## src/rtl/slice_chan_pkg.sv

```systemverilog
package slice_chan_pkg;
  typedef struct packed {
    logic loadCfg;
    logic loadReq;
  } decStrobe_t;

  function automatic logic [5:0] modePos(input logic [1:0] mode);
    case (mode)
      2'd0: return 6'd10;
      2'd1: return 6'd11;
      default: return 6'd12;
    endcase
  endfunction
endpackage

```

## src/rtl/slice_chan_ctrl.sv

```systemverilog
module slice_chan_ctrl
  import slice_chan_pkg::*;
(
  input  logic       clk,
  input  logic       rstN,
  input  logic       inValid,
  output decStrobe_t strobe,
  output logic       outValid
);
  logic validQ;

  always_ff @(posedge clk) begin
    if (!rstN) validQ <= 1'b0;
    else       validQ <= inValid;
  end

  // idle means neither a new request nor a pending result
  assign strobe.loadCfg = !inValid && !validQ;
  assign strobe.loadReq = inValid;
  assign outValid = validQ;
endmodule

```

## src/rtl/slice_chan_datapath.sv

```systemverilog
module slice_chan_datapath
  import slice_chan_pkg::*;
#(
  parameter int ADDR_W = 40,
  parameter int HASH_W = 26
) (
  input  logic              clk,
  input  logic              rstN,
  input  decStrobe_t        strobe,
  input  logic [ADDR_W-1:0] inAddr,
  input  logic [ADDR_W-1:0] cfgTolm,
  input  logic [ADDR_W-1:0] cfgTohm,
  input  logic [HASH_W-1:0] cfgSliceMask,
  input  logic [HASH_W-1:0] cfgChanMask,
  input  logic [1:0]        cfgMode,
  input  logic              cfgBypass,
  input  logic              cfgSliceEn,
  input  logic              cfgChanEn,
  input  logic              cfgOvrEn,
  input  logic [ADDR_W-1:0] cfgOvrBase,
  input  logic [ADDR_W-1:0] cfgOvrMask,
  output logic [1:0]        outPort,
  output logic [ADDR_W-1:0] outAddr,
  output logic              outNotDram
);
  localparam int MASK_LSB = 6;
  localparam logic [ADDR_W-1:0] FOUR_G = ADDR_W'(64'h1_0000_0000);

  function automatic logic [ADDR_W-1:0] removeBit(input logic [ADDR_W-1:0] x, input logic [5:0] k);
    logic [ADDR_W-1:0] low;
    low = (ADDR_W'(1) << k) - ADDR_W'(1);
    return ((x >> 1) & ~low) | (x & low);
  endfunction

  // captured configuration
  logic [ADDR_W-1:0] tolmQ, tohmQ, ovrBaseQ, ovrLimitQ;
  logic [HASH_W-1:0] sliceMaskQ, chanMaskQ;
  logic [1:0]        modeQ;
  logic              bypassQ, sliceEnQ, chanEnQ, ovrOkQ;

  logic [ADDR_W-1:0] invMask;
  logic              ovrValid;
  assign invMask  = ~cfgOvrMask;
  assign ovrValid = cfgOvrEn && (cfgOvrMask != '0)
                 && ((invMask & (invMask + ADDR_W'(1))) == '0)
                 && ((cfgOvrBase & invMask) == '0);

  always_ff @(posedge clk) begin
    if (!rstN) begin
      tolmQ <= '0; tohmQ <= '0; ovrBaseQ <= '0; ovrLimitQ <= '0;
      sliceMaskQ <= '0; chanMaskQ <= '0; modeQ <= '0;
      bypassQ <= 1'b0; sliceEnQ <= 1'b0; chanEnQ <= 1'b0; ovrOkQ <= 1'b0;
    end else if (strobe.loadCfg) begin
      tolmQ <= cfgTolm; tohmQ <= cfgTohm;
      ovrBaseQ <= cfgOvrBase; ovrLimitQ <= cfgOvrBase | invMask;
      sliceMaskQ <= cfgSliceMask; chanMaskQ <= cfgChanMask; modeQ <= cfgMode;
      bypassQ <= cfgBypass; sliceEnQ <= cfgSliceEn; chanEnQ <= cfgChanEn;
      ovrOkQ <= ovrValid;
    end
  end

  logic              notDram, ovrHit, sliceBit, chanBit;
  logic [5:0]        basePos, slicePos, chanPos, ovrChanPos, sliceRm, chanRm;
  logic [ADDR_W-1:0] contig, sliceHash, chanHash, afterChan, compact;

  always_comb begin
    notDram = inAddr[ADDR_W-1] || (inAddr >= tohmQ) || (inAddr >= tolmQ && inAddr < FOUR_G);
    contig  = (inAddr < FOUR_G) ? inAddr : inAddr - (FOUR_G - tolmQ);

    basePos  = modePos(modeQ);
    slicePos = bypassQ ? 6'd29 : basePos;
    if (bypassQ) chanPos = sliceEnQ ? 6'd30 : 6'd29;
    else         chanPos = sliceEnQ ? basePos + 6'd1 : basePos;

    sliceHash = bypassQ ? '0 : (ADDR_W'(sliceMaskQ) << MASK_LSB);
    chanHash  = bypassQ ? '0 : (ADDR_W'(chanMaskQ) << MASK_LSB);
    if (sliceEnQ && !chanEnQ) sliceHash = sliceHash | (ADDR_W'(1) << slicePos);
    if (chanEnQ && !sliceEnQ) chanHash  = chanHash | (ADDR_W'(1) << chanPos);

    ovrHit     = ovrOkQ && (inAddr >= ovrBaseQ) && (inAddr <= ovrLimitQ);
    ovrChanPos = sliceEnQ ? 6'd13 : 6'd12;

    sliceBit = sliceEnQ && (ovrHit ? inAddr[12] : ^(inAddr & sliceHash));
    chanBit  = chanEnQ && (ovrHit ? inAddr[ovrChanPos] : ^(contig & chanHash));
    sliceRm  = ovrHit ? 6'd12 : slicePos;
    chanRm   = ovrHit ? ovrChanPos : chanPos;

    afterChan = chanEnQ ? removeBit(contig, chanRm) : contig;
    compact   = sliceEnQ ? removeBit(afterChan, sliceRm) : afterChan;
  end

  always_ff @(posedge clk) begin
    if (!rstN) begin
      outPort <= '0; outAddr <= '0; outNotDram <= 1'b0;
    end else if (strobe.loadReq) begin
      outPort    <= notDram ? 2'b00 : {sliceBit, chanBit};
      outAddr    <= notDram ? '0 : compact;
      outNotDram <= notDram;
    end
  end
endmodule

```

## src/rtl/slice_chan_decoder.sv

```systemverilog
module slice_chan_decoder
  import slice_chan_pkg::*;
#(
  parameter int ADDR_W = 40,
  parameter int HASH_W = 26
) (
  input  logic              clk,
  input  logic              rstN,
  input  logic              inValid,
  input  logic [ADDR_W-1:0] inAddr,
  input  logic [ADDR_W-1:0] cfgTolm,
  input  logic [ADDR_W-1:0] cfgTohm,
  input  logic [HASH_W-1:0] cfgSliceMask,
  input  logic [HASH_W-1:0] cfgChanMask,
  input  logic [1:0]        cfgMode,
  input  logic              cfgBypass,
  input  logic              cfgSliceEn,
  input  logic              cfgChanEn,
  input  logic              cfgOvrEn,
  input  logic [ADDR_W-1:0] cfgOvrBase,
  input  logic [ADDR_W-1:0] cfgOvrMask,
  output logic              outValid,
  output logic [1:0]        outPort,
  output logic [ADDR_W-1:0] outAddr,
  output logic              outNotDram
);
  decStrobe_t strobe;

  slice_chan_ctrl u_ctrl (
    .clk(clk), .rstN(rstN), .inValid(inValid), .strobe(strobe), .outValid(outValid)
  );

  slice_chan_datapath #(.ADDR_W(ADDR_W), .HASH_W(HASH_W)) u_dp (
    .clk(clk), .rstN(rstN), .strobe(strobe), .inAddr(inAddr),
    .cfgTolm(cfgTolm), .cfgTohm(cfgTohm), .cfgSliceMask(cfgSliceMask),
    .cfgChanMask(cfgChanMask), .cfgMode(cfgMode), .cfgBypass(cfgBypass),
    .cfgSliceEn(cfgSliceEn), .cfgChanEn(cfgChanEn), .cfgOvrEn(cfgOvrEn),
    .cfgOvrBase(cfgOvrBase), .cfgOvrMask(cfgOvrMask),
    .outPort(outPort), .outAddr(outAddr), .outNotDram(outNotDram)
  );
endmodule

```

## config.mk

```make
export PLATFORM = sky130hd
export DESIGN_NAME = slice_chan_decoder
export DESIGN_NICKNAME = d
export VERILOG_FILES = /design/src/rtl/slice_chan_pkg.sv /design/src/rtl/slice_chan_ctrl.sv /design/src/rtl/slice_chan_datapath.sv /design/src/rtl/slice_chan_decoder.sv
export SDC_FILE = /design/constraint.sdc
export NUM_CORES = 1
export LEC_CHECK = 0
export BUFFER_PORTS_ARGS = -buffer_cell sky130_fd_sc_hd__buf_2
export CORE_MARGIN = 5
export CORE_UTILIZATION = 50
export DETAILED_ROUTE_END_ITERATION = 10
export PLACE_DENSITY = 0.81
export SYNTH_ARGS = -nofsm -noshare
export SYNTH_HDL_FRONTEND = slang
export SYNTH_SLANG_ARGS = --single-unit
```

## constraint.sdc

```tcl
create_clock -name clk -period 5.9 [get_ports clk]
set_input_delay 0.59 -clock clk [delete_from_list [all_inputs] [get_ports clk]]
set_output_delay 0.59 -clock clk [all_outputs]
set_load 0.05 [all_outputs]
```

### Word level (Yosys, flattened, before mapping)

Index checks and enable logic that the tools add are counted.

| cells by class | value |
|---|---|
| mux-type cells | 21 |
| eq/ne operators | 1 |
| magnitude comparators | 6 |
| shifts and indexed selects | 4 |
| reduce and logical (&&, ||, !) cells | 23 |
| add/subtract/negate cells | 6 |
| bitwise logic cells | 16 |

Operator list:

| operator | count |
|---|---|
| AND 40 bit | 6 |
| 2-to-1 mux 40 bit | 6 |
| bitwise OR 40 bit | 5 |
| left shift 1 x 6 -> 40 bit, first input constant | 4 |
| >= comparator 40 bit | 3 |
| inverter 40 bit | 3 |
| AND 39 x 40 -> 40 bit | 2 |
| zero test 40 bit | 2 |
| parity 40 bit | 2 |
| subtractor 40 x 2 -> 40 bit, second input constant | 2 |
| 2-to-1 mux 32 bit | 2 |
| adder 40 x 1 -> 40 bit, second input constant | 1 |
| less-or-equal comparator 40 bit | 1 |
| less-than comparator 40 x 33 -> 1 bit, second input constant | 1 |
| nonzero test 40 bit | 1 |
| subtractor 33 x 40 -> 40 bit, first input constant | 1 |
| subtractor 40 bit | 1 |
| 2-to-1 mux 6 bit | 4 |
| logical AND 1 bit | 11 |
| less-than comparator 6 x 7 -> 1 bit, second input constant | 1 |
| binary-select mux 1 bit (select 6 bit) | 1 |
| one-hot mux 3 bit (2 select lines) | 1 |
| adder 4 x 1 -> 5 bit, second input constant | 1 |
| 2-to-1 mux 5 bit | 1 |
| 6 further kinds | 14 |

| word-level totals | value |
|---|---|
| bits of input ports | 261 |
| output and inout port bits | 44 |
| logic and storage cells | 92 |
| flip-flop bits (word level) | 262 |

### Longest topological paths before layout

Gate-level depths: netlist (run 1).

| depth | value |
|---|---|
| word-level depth | 16 |
| depth in mapped cells | 20 |
| mapped depth without buffers | 20 |

### Modules after synthesis

From an unflattened synthesis (run 1), not the netlist that was laid out.

| unflattened totals | value |
|---|---|
| cells, all modules | 2230 |
| area total of the unflattened synthesis | 18211.2 um2 |

By module, submodules not included:

| module | times used | sequential area each (um2) | area an instance (um2) | cells each |
|---|---|---|---|---|
| slice_chan_datapath | 1 | 5225.0 | 18173.7 | 2226 |
| slice_chan_ctrl | 1 | 20.0 | 37.5 | 4 |

### Worst setup path after synthesis (run 1)

No wires, ideal clock.

| timing path | value |
|---|---|
| path type | input-to-reg |
| from | input port inAddr[1] |
| to | register u_dp.outPort[0] |
| path buffers | 0 |
| required time | 5782 ps |
| stages on the path | 19 |
| slack | 1100 ps |
| arrival time | 4682 ps |
| library setup time | 118 ps |
| cell sequence | ha_1 -> inv_1 -> ha_1 -> inv_1 -> fa_1 -> nand2b_1 -> a21o_1 -> a21oi_1 -> o21ai_0 -> a31oi_1 -> nor2_1 -> xnor3_1 -> xor3_2 -> xnor3_1 -> xnor3_1 -> xnor2_1 -> a2bb2o_1 -> a21oi_1 -> o21ai_1 |

| on the way | value |
|---|---|
| cells in the longest elaborated chain, start to end | 7 |
| elaborated cells between the ends (all ways) | 19 |
| those cells by class | add/sub: 1; order compare: 5; mux: 5; bitwise: 1; reduce/logical: 7 |

RTL lines:

| element | RTL line | source |
|---|---|---|
| start, declared | slice_chan_decoder.sv:10 | `input logic [ADDR_W-1:0] inAddr,` |
| subtractor 40 bit or less-than comparator 40 x 33 -> 1 bit (tied branches) | slice_chan_datapath.sv:68, slice_chan_datapath.sv:67 |  |
| 2-to-1 mux 40 bit | slice_chan_datapath.sv:68 | `contig = (inAddr < FOUR_G) ? inAddr : inAddr - (FOUR_G - tolmQ);` |
| AND 40 bit | slice_chan_datapath.sv:84 | `chanBit = chanEnQ && (ovrHit ? inAddr[ovrChanPos] : ^(contig & chanHash));` |
| parity 40 bit | slice_chan_datapath.sv:84 |  |
| 2-to-1 mux 1 bit | slice_chan_datapath.sv:84 |  |
| logical AND 1 bit | slice_chan_datapath.sv:84 |  |
| 2-to-1 mux 2 bit * | slice_chan_datapath.sv:96 | `outPort <= notDram ? 2'b00 : {sliceBit, chanBit};` |
| end signal, assigned | slice_chan_datapath.sv:96 |  |
| end, declared | slice_chan_datapath.sv:22 | `output logic [1:0] outPort,` |

Every way passes the cells marked *; elsewhere a longest branch is shown, timed or not. The select of a mux whose other input is x is not followed.
A chain may end at the register's enable or synchronous reset.

### Worst setup path in the final report (run 1)

| timing path | value |
|---|---|
| from | register u_dp.tolmQ[1] |
| to | register u_dp.outPort[0] |

| on the way | value |
|---|---|
| cells in the longest elaborated chain, start to end | 8 |
| elaborated cells between the ends (all ways) | 11 |
| those cells by class | add/sub: 2; order compare: 1; mux: 3; bitwise: 1; reduce/logical: 4 |

RTL lines:

| element | RTL line | source |
|---|---|---|
| start, declared | slice_chan_datapath.sv:36 | `logic [ADDR_W-1:0] tolmQ, tohmQ, ovrBaseQ, ovrLimitQ;` |
| start signal, assigned | slice_chan_datapath.sv:54 | `tolmQ <= cfgTolm; tohmQ <= cfgTohm;` |
| subtractor 33 x 40 -> 40 bit | slice_chan_datapath.sv:68 |  |
| subtractor 40 bit | slice_chan_datapath.sv:68 |  |
| 2-to-1 mux 40 bit | slice_chan_datapath.sv:68 |  |
| AND 40 bit | slice_chan_datapath.sv:84 |  |
| parity 40 bit | slice_chan_datapath.sv:84 |  |
| 2-to-1 mux 1 bit | slice_chan_datapath.sv:84 |  |
| logical AND 1 bit | slice_chan_datapath.sv:84 |  |
| 2-to-1 mux 2 bit * | slice_chan_datapath.sv:96 |  |

Every way passes the cells marked *; elsewhere a longest branch is shown, timed or not.

==> impl_metrics.py, run 1 <==
metrics = {
    "cts": {
        "cts_hold_buf": 0,
        "cts_tree": "built",
        "cts.repair.resized": 0,
        "clock_latency_ps": 570,
        "cts_buffer_depth": 3,
        "cts_made_buffers": 28,
        "cts_sinks": 262,
        "cts_setup_buffers": 0,
        "cts_root_buf": "clkbuf_16",
        "htree_num_levels": 1,
        "path_clk_slew_ps": 70,
    },
    "timing": {
        "worst_pin_slew_ps": 1010,
        "fmax_ghz": 0.195,
        "rsz0062_at_grt": "no",
        "period_share": 0.869,
        "max-slew-margin-rel": 0.328,
        "fin_crit_ps": 5130,
        "whs_ps": 256,
        "fin_setup_tns_ps": 0,
        "hold_violations": 0,
        "maxSlewViolCount": 0,
        "skew_ps": 13.1,
        "setup_viol": 0,
    },
    "grt": {
        "track_usage": 0.290,
        "grt_max_degree": 138,
        "grt_overflow": 0,
        "grt_pass1_wl_um": 96000,
        "antenna_found_initial": 5,
        "grt_pass1_vias": 18100,
    },
    "place": {
        "io_buffer_count": 304,
        "dp_hpwl_um": 47600,
        "gp_congestion": 0.982,
    },
    "synthesis": {
        "syn_area_um2": 18100,
        "synth.area.top_cells": "dfxtp_1, ha_1, nand2_1, a21oi_1, inv_1",
        "async_flop_share": 0,
        "yosys_warnings": 0,
        "synth_cells": 2400,
        "synth_flop_cell": "dfxtp_1",
        "synth_edf_count": 0,
        "synth_top_area_cell": "dfxtp_1",
        "synth_seq_area_share": 0.290,
        "netlist-cell-type-count": 73,
        "ys_ff_latch": 262,
        "synthDominantCellAreaShare": 0.290,
        "syn_area_per_cell_um2": 7.54,
    },
    "routing": {
        "met2_length_um": 28000,
        "num_vias": 18200,
        "top_layer": "met5",
        "wl_met3_um": 4760,
        "ant_nets": 0,
        "wl_um": 61200,
        "detail_route.wl_per_cell_um": 19.5,
        "dr.pass1.iters": 5,
        "drc": 0,
        "viasPerCell": 5.82,
        "drt-initial-drc-count": 1346,
        "drt-met1-wl_um": 25500,
    },
    "worst_setup_path": {
        "worstSetupStartpointType": "register",
        "r2r_cells": 20,
        "crit_required_ps": 6360,
        "crit_type": "register to register",
        "crit_fanout": 6,
        "cp-end-kind": "register",
        "critPathArrivalTime_ps": 5590,
        "regToRegSetupSlack_ps": 770,
    },
    "worst_hold_path": {
        "hp-class": "input pin to register",
        "worstHoldPathCells": 3,
    },
    "job": {
        "drv_cap": 0,
    },
    "cells_and_area": {
        "fin_util": 0.586,
        "syn_to_final_growth_pct": 15.4,
        "fin_nets": 3147,
        "fillers": 3368,
        "final_layout_size_suffix_gt1_frac": 0.146,
    },
    "pwr": {
        "p_leak_uw": 0.00949,
        "ir_drop_mv": 0.222,
        "p_per_area_nw_per_um2": 244,
    },
    "floorplanning": {
        "io_pins": 305,
        "num_rows": 69,
        "core_area_um2": 35700,
        "initial_core_util": 0.507,
        "die_h_um": 200,
        "die_w_um": 200,
        "dieArea_um2": 40100,
    },
    "outcome": {
        "status": "finished clean",
    },
}
==> final timing paths <==
| kind | from | endpoint |
|---|---|---|
| worst max-delay path | u_dp.tolmQ[1]$_SDFFE_PN0P_ | u_dp.outPort[0]$_SDFFE_PN0P_ |
| worst min-delay path | cfgTohm[24] | u_dp.tohmQ[24]$_SDFFE_PN0P_ |
| worst min register to register | u_dp.ovrLimitQ[18]$_SDFFE_PN0P_ | u_dp.ovrLimitQ[18]$_SDFFE_PN0P_ |
| worst max register to register | u_dp.tolmQ[1]$_SDFFE_PN0P_ | u_dp.outPort[0]$_SDFFE_PN0P_ |
==> cells in the final DEF (no fill, tap or decap), drive strengths merged, types with 5 or more instances in the layout <==
master  netlist  routed
nand2       487     487
buf           7     319
a21oi       295     295
inv         268     269
dfxtp       262     262
ha          239     239
nor2        112     112
a21o         73      73
o21ai        69      69
xnor2        46      46
nand4        43      43
clkbuf       99      37
a211oi       31      31
mux2i        30      30
xor2         23      23
a311oi       23      23
nor3         21      21
o221ai       21      21
nand3        20      20
nor4         18      18
o211ai       18      18
o22ai        17      17
nor3b        15      15
a31oi        15      15
and3         14      14
o21bai       13      13
nand2b       12      12
o31ai        10      10
a22oi         9       9
clkinv        0       9
and2          8       8
o21a          7       7
or3           7       7
nor2b         6       6
mux2          5       5
a21boi        5       5
==> synth_stat cells (all sizes together) (4+ instances only) <==
| master | number |
|---|---|
| xnor3 | 4 |
| nand2b | 12 |
| and3 | 14 |
| clkbuf | 99 |
| ha | 239 |
| nand3 | 20 |
| nor2 | 112 |
| a21oi | 295 |
| mux2 | 5 |
| a22oi | 9 |
| a31oi | 15 |
| o211ai | 18 |
| o21a | 7 |
| a211oi | 31 |
| o22ai | 17 |
| nor3b | 15 |
| and2 | 8 |
| dfxtp | 262 |
| inv | 268 |
| xor2 | 23 |
| xnor2 | 46 |
| nor3 | 21 |
| a311oi | 23 |
| a21o | 73 |
| nor2b | 6 |
| mux2i | 30 |
| o221ai | 21 |
| buf | 7 |
| o21ai | 69 |
| o21bai | 13 |
| or3 | 7 |
| a21boi | 5 |
| nand4 | 43 |
| nor4 | 18 |
| o31ai | 10 |
| nand2 | 487 |
==> critical path, stage by stage (launching register included) <==
cell and delay, ps:
dfxtp_1 350, inv_1 60, ha_1 310, inv_1 70, ha_1 210, inv_1 70
fa_1 390, nand2b_1 180, a21o_1 230, a21oi_1 280, o21ai_0 120, a31oi_1 370
nor2_1 130, xnor3_1 410, xor3_2 410, xnor3_1 390, xnor3_1 360, xnor2_1 170
a2bb2o_1 290, a21oi_1 150, o21ai_1 80
==> cell type report <==
class | count | area, um2 | area share
multi-input combinational | 1767 | 11500 | 0.549
inverter | 268 | 1010 | 0.0484
antenna | 1 | 2.50 | 0.000120
clock buffer | 37 | 796 | 0.0381
tap | 461 | 577 | 0.0276
sequential | 262 | 5250 | 0.251
timing repair buffer | 319 | 1650 | 0.0789
clock inverter | 15 | 144 | 0.00689
==> flip-flops by register name (all words and copies together), names as in the netlist, 2 cells and up <==
signal	flops
u_dp.chanMaskQ	26
u_dp.modeQ	2
u_dp.outAddr	40
u_dp.outPort	2
u_dp.ovrBaseQ	40
u_dp.ovrLimitQ	40
u_dp.sliceMaskQ	26
u_dp.tohmQ	40
u_dp.tolmQ	40
==> report_power, final <==
group / switching, uW / total [uW] / internal [uW]
Combinational: 830 / 1350 / 523
Sequential: 66.1 / 1940 / 1870
Clock: 772 / 1810 / 1040
==> logic make-up (layout without fill, tap and decap cells) <==
logic type / Yosys count / count (layout) / share of synthesized area
AO/OA/AOI/OAI: 641 / 641 / 0.222
XOR/XNOR: 74 / 74 / 0.0398
adder cells (fa/ha/maj): 240 / 240 / 0.166
buffers and inverters: 374 / 639 / 0.0779
flip-flops: 262 / 262 / 0.290
multiplexers: 35 / 35 / 0.0197
other: 1 / 5 / 0.000207
AND/OR/NAND/NOR: 773 / 773 / 0.184
==> stage by stage <==
step           instance area [um2]  cells  setup WS, ps  power (uW)
2_1_floorplan                18100   2403          1100        2840
3_3_place_gp                 19900   3077           517        3260
3_5_place_dp                 19900   3077           441        3300
4_1_cts                      20900   3129           765        5110
5_1_grt                      20900   3129           429        5340
6_report                     20900   3130           773        5100
==> layer usage <==
layer,vias up,GRT usage
met5,-,0
met4,8,0.125
met3,166,0.0471
met2,763,0.482
met1,8553,0.373
li1,8737,-
(Power assumes the default switching activity.)
==> inputs of run 2 (changes only) <==
CORE_UTILIZATION = 45   (was 50)
CTS_CLUSTER_SIZE = 20   (was default)
PLACE_DENSITY = 0.75   (was 0.81)
==> run 2 against run 1 <==
  * Clock power up 9%
  * Highest routed layer unchanged
  * Sequential cell count unchanged
  * Clock skew up 7.2 ps
  * Sequential power about the same
  * Count of clock-buffer cells in the layout down 2
  * Final area up 0.96%
  * Worst hold slack worse by 16 ps
  * Core utilization down 5.5 points
  * Power up 3.5%
==> impl_metrics.py, run 2 (same netlist as run 1, synthesis figures left out) <==
metrics = {
    "worst_setup_path": {
        "crit_fanout": 6,
        "crit_type": "register to register",
        "crit_required_ps": 6360,
        "cpMaxStageDelayCell": "xor3_2",
        "worstSetupStartpointType": "register",
        "crit_path_max_incr_delay_ps": 410,
        "regToRegSetupSlack_ps": 760,
        "cp_cell_sequence": "inv_1, ha_1, inv_1, ha_1, inv_1, fa_1, nand2b_1, a21o_1, a21oi_1, o21ai_0, a31oi_1, nor2_1, xnor3_1, xor3_2, xnor3_1, xnor3_1, xnor2_1, a2bb2o_1, a21oi_1, o21ai_1",
        "cp-end-kind": "register",
        "critPathArrivalTime_ps": 5610,
    },
    "worst_hold_path": {
        "hp-class": "input pin to register",
    },
    "pwr": {
        "p_int_uw": 3570,
        "p_leak_uw": 0.00954,
        "power_switching_uw": 1710,
        "switching_share": 0.324,
        "ir_drop_mv": 0.197,
        "comb_power_share": 0.260,
        "p_seq_frac": 0.367,
        "p_per_area_nw_per_um2": 250,
        "p_clk_frac": 0.373,
    },
    "timing": {
        "hold_violations": 0,
        "period_share": 0.872,
        "fin_setup_tns_ps": 0,
        "rsz0062_at_grt": "no",
        "max-slew-margin-rel": 0.341,
        "setup_viol": 0,
        "worst_pin_slew_ps": 989,
        "maxSlewViolCount": 0,
        "fmax_ghz": 0.194,
        "fin_crit_ps": 5140,
        "skew_ps": 20.3,
        "whs_ps": 240,
    },
    "floorplanning": {
        "die_w_um": 210,
        "dieArea_um2": 44300,
        "io_pins": 305,
        "initial_core_util": 0.455,
        "num_rows": 73,
        "core_area_um2": 39700,
        "die_h_um": 210,
    },
    "cts": {
        "cts_setup_buffers": 0,
        "path_clk_slew_ps": 60,
        "clock_latency_ps": 580,
        "cts_made_buffers": 30,
        "cts.repair.resized": 0,
        "cts_sinks": 262,
        "htree_num_levels": 1,
        "cts_tree": "built",
        "cts_hold_buf": 0,
        "cts_root_buf": "clkbuf_16",
        "cts_buffer_depth": 3,
    },
    "routing": {
        "num_vias": 18200,
        "viasPerCell": 5.69,
        "dr.pass1.iters": 6,
        "drt-initial-drc-count": 1562,
        "detail_route.wl_per_cell_um": 19.8,
        "ant_nets": 0,
        "wl_um": 63300,
        "drc": 0,
    },
    "cells_and_area": {
        "fillers": 3891,
        "final_layout_size_suffix_gt1_frac": 0.148,
        "fin_nets": 3150,
        "final_common_cell": "nand2_1",
        "syn_to_final_growth_pct": 16.6,
        "final_cell_mix": "nand2_1, buf_2, a21oi_1",
    },
    "grt": {
        "grt_pass1_vias": 17700,
        "grt_overflow": 0,
        "track_usage": 0.272,
        "antenna_found_initial": 2,
        "grt_max_degree": 225,
        "grt_pass1_wl_um": 97000,
    },
    "place": {
        "dp_hpwl_um": 49400,
        "gp_congestion": 1.01,
        "io_buffer_count": 304,
    },
    "job": {
        "drv_cap": 0,
    },
    "outcome": {
        "status": "finished clean",
    },
}
-- run 2: power groups by stage --
| stage | Sequential [uW] | Combinational (uW) | Clock, uW |
|---|---|---|---|
| after global routing | 1950 | 1510 | 2070 |
| after CTS | 1940 | 1360 | 1990 |
| after detailed placement | 1980 | 1350 | 0 |
| after floorplan | 1990 | 854 | 0 |
| after global placement | 1970 | 1320 | 0 |
| final | 1940 | 1370 | 1970 |
-- run 2: critical path: cells and delay by family, from the launching register on --
family	cells	cell delay [ps]
xor gates and xnor gates	5	1710
DFF	1	350
and+or+nand+nor	2	290
buffers and inverters	3	180
AOI/OAI and AO/OA	7	1630
adders and majority gates	3	880
-- run 2: area by class of cell --
cell class              count  area (um2)  share of cell area
clock buffers              35         821              0.0389
clock inverters            19         219              0.0104
repair buffers            320        1670              0.0791
flip-flops and latches    262        5250               0.249
multi-input cells        1767       11500               0.544
well taps                 525         657              0.0312
diodes                      1        2.50            0.000119
inverters                 268        1010              0.0480
-- run 2: per-layer routing --
metal	up-vias	share of wire	routed length, um	global-route usage
met5	-	0.00032	20	0
met4	2	0.038	2390	0.0948
met3	125	0.075	4770	0.0454
met2	675	0.47	29500	0.460
met1	8632	0.42	26600	0.353
li1	8749	-	-	-
-- run 2: final timing paths --
check	from	endpoint	cells past startpoint
hold / removal	cfgTohm[32]	u_dp.tohmQ[32]$_SDFFE_PN0P_	3
setup reg to reg	u_dp.tolmQ[1]$_SDFFE_PN0P_	u_dp.outPort[0]$_SDFFE_PN0P_	20
hold reg to reg	u_dp.sliceMaskQ[16]$_SDFFE_PN0P_	u_dp.sliceMaskQ[16]$_SDFFE_PN0P_	2
setup / recovery	u_dp.tolmQ[1]$_SDFFE_PN0P_	u_dp.outPort[0]$_SDFFE_PN0P_	20
-- run 2: metrics by stage --
step	std cells	cell area, um2	util	total power, uW	setup WS [ps]
2_1_floorplan	2403	18100	-	2840	1100
3_3_place_gp	3142	20000	0.504	3290	462
3_5_place_dp	3142	20000	0.504	3330	365
4_1_cts	3196	21100	0.531	5290	775
5_1_grt	3197	21100	0.531	5530	524
6_report	3197	21100	0.531	5280	755
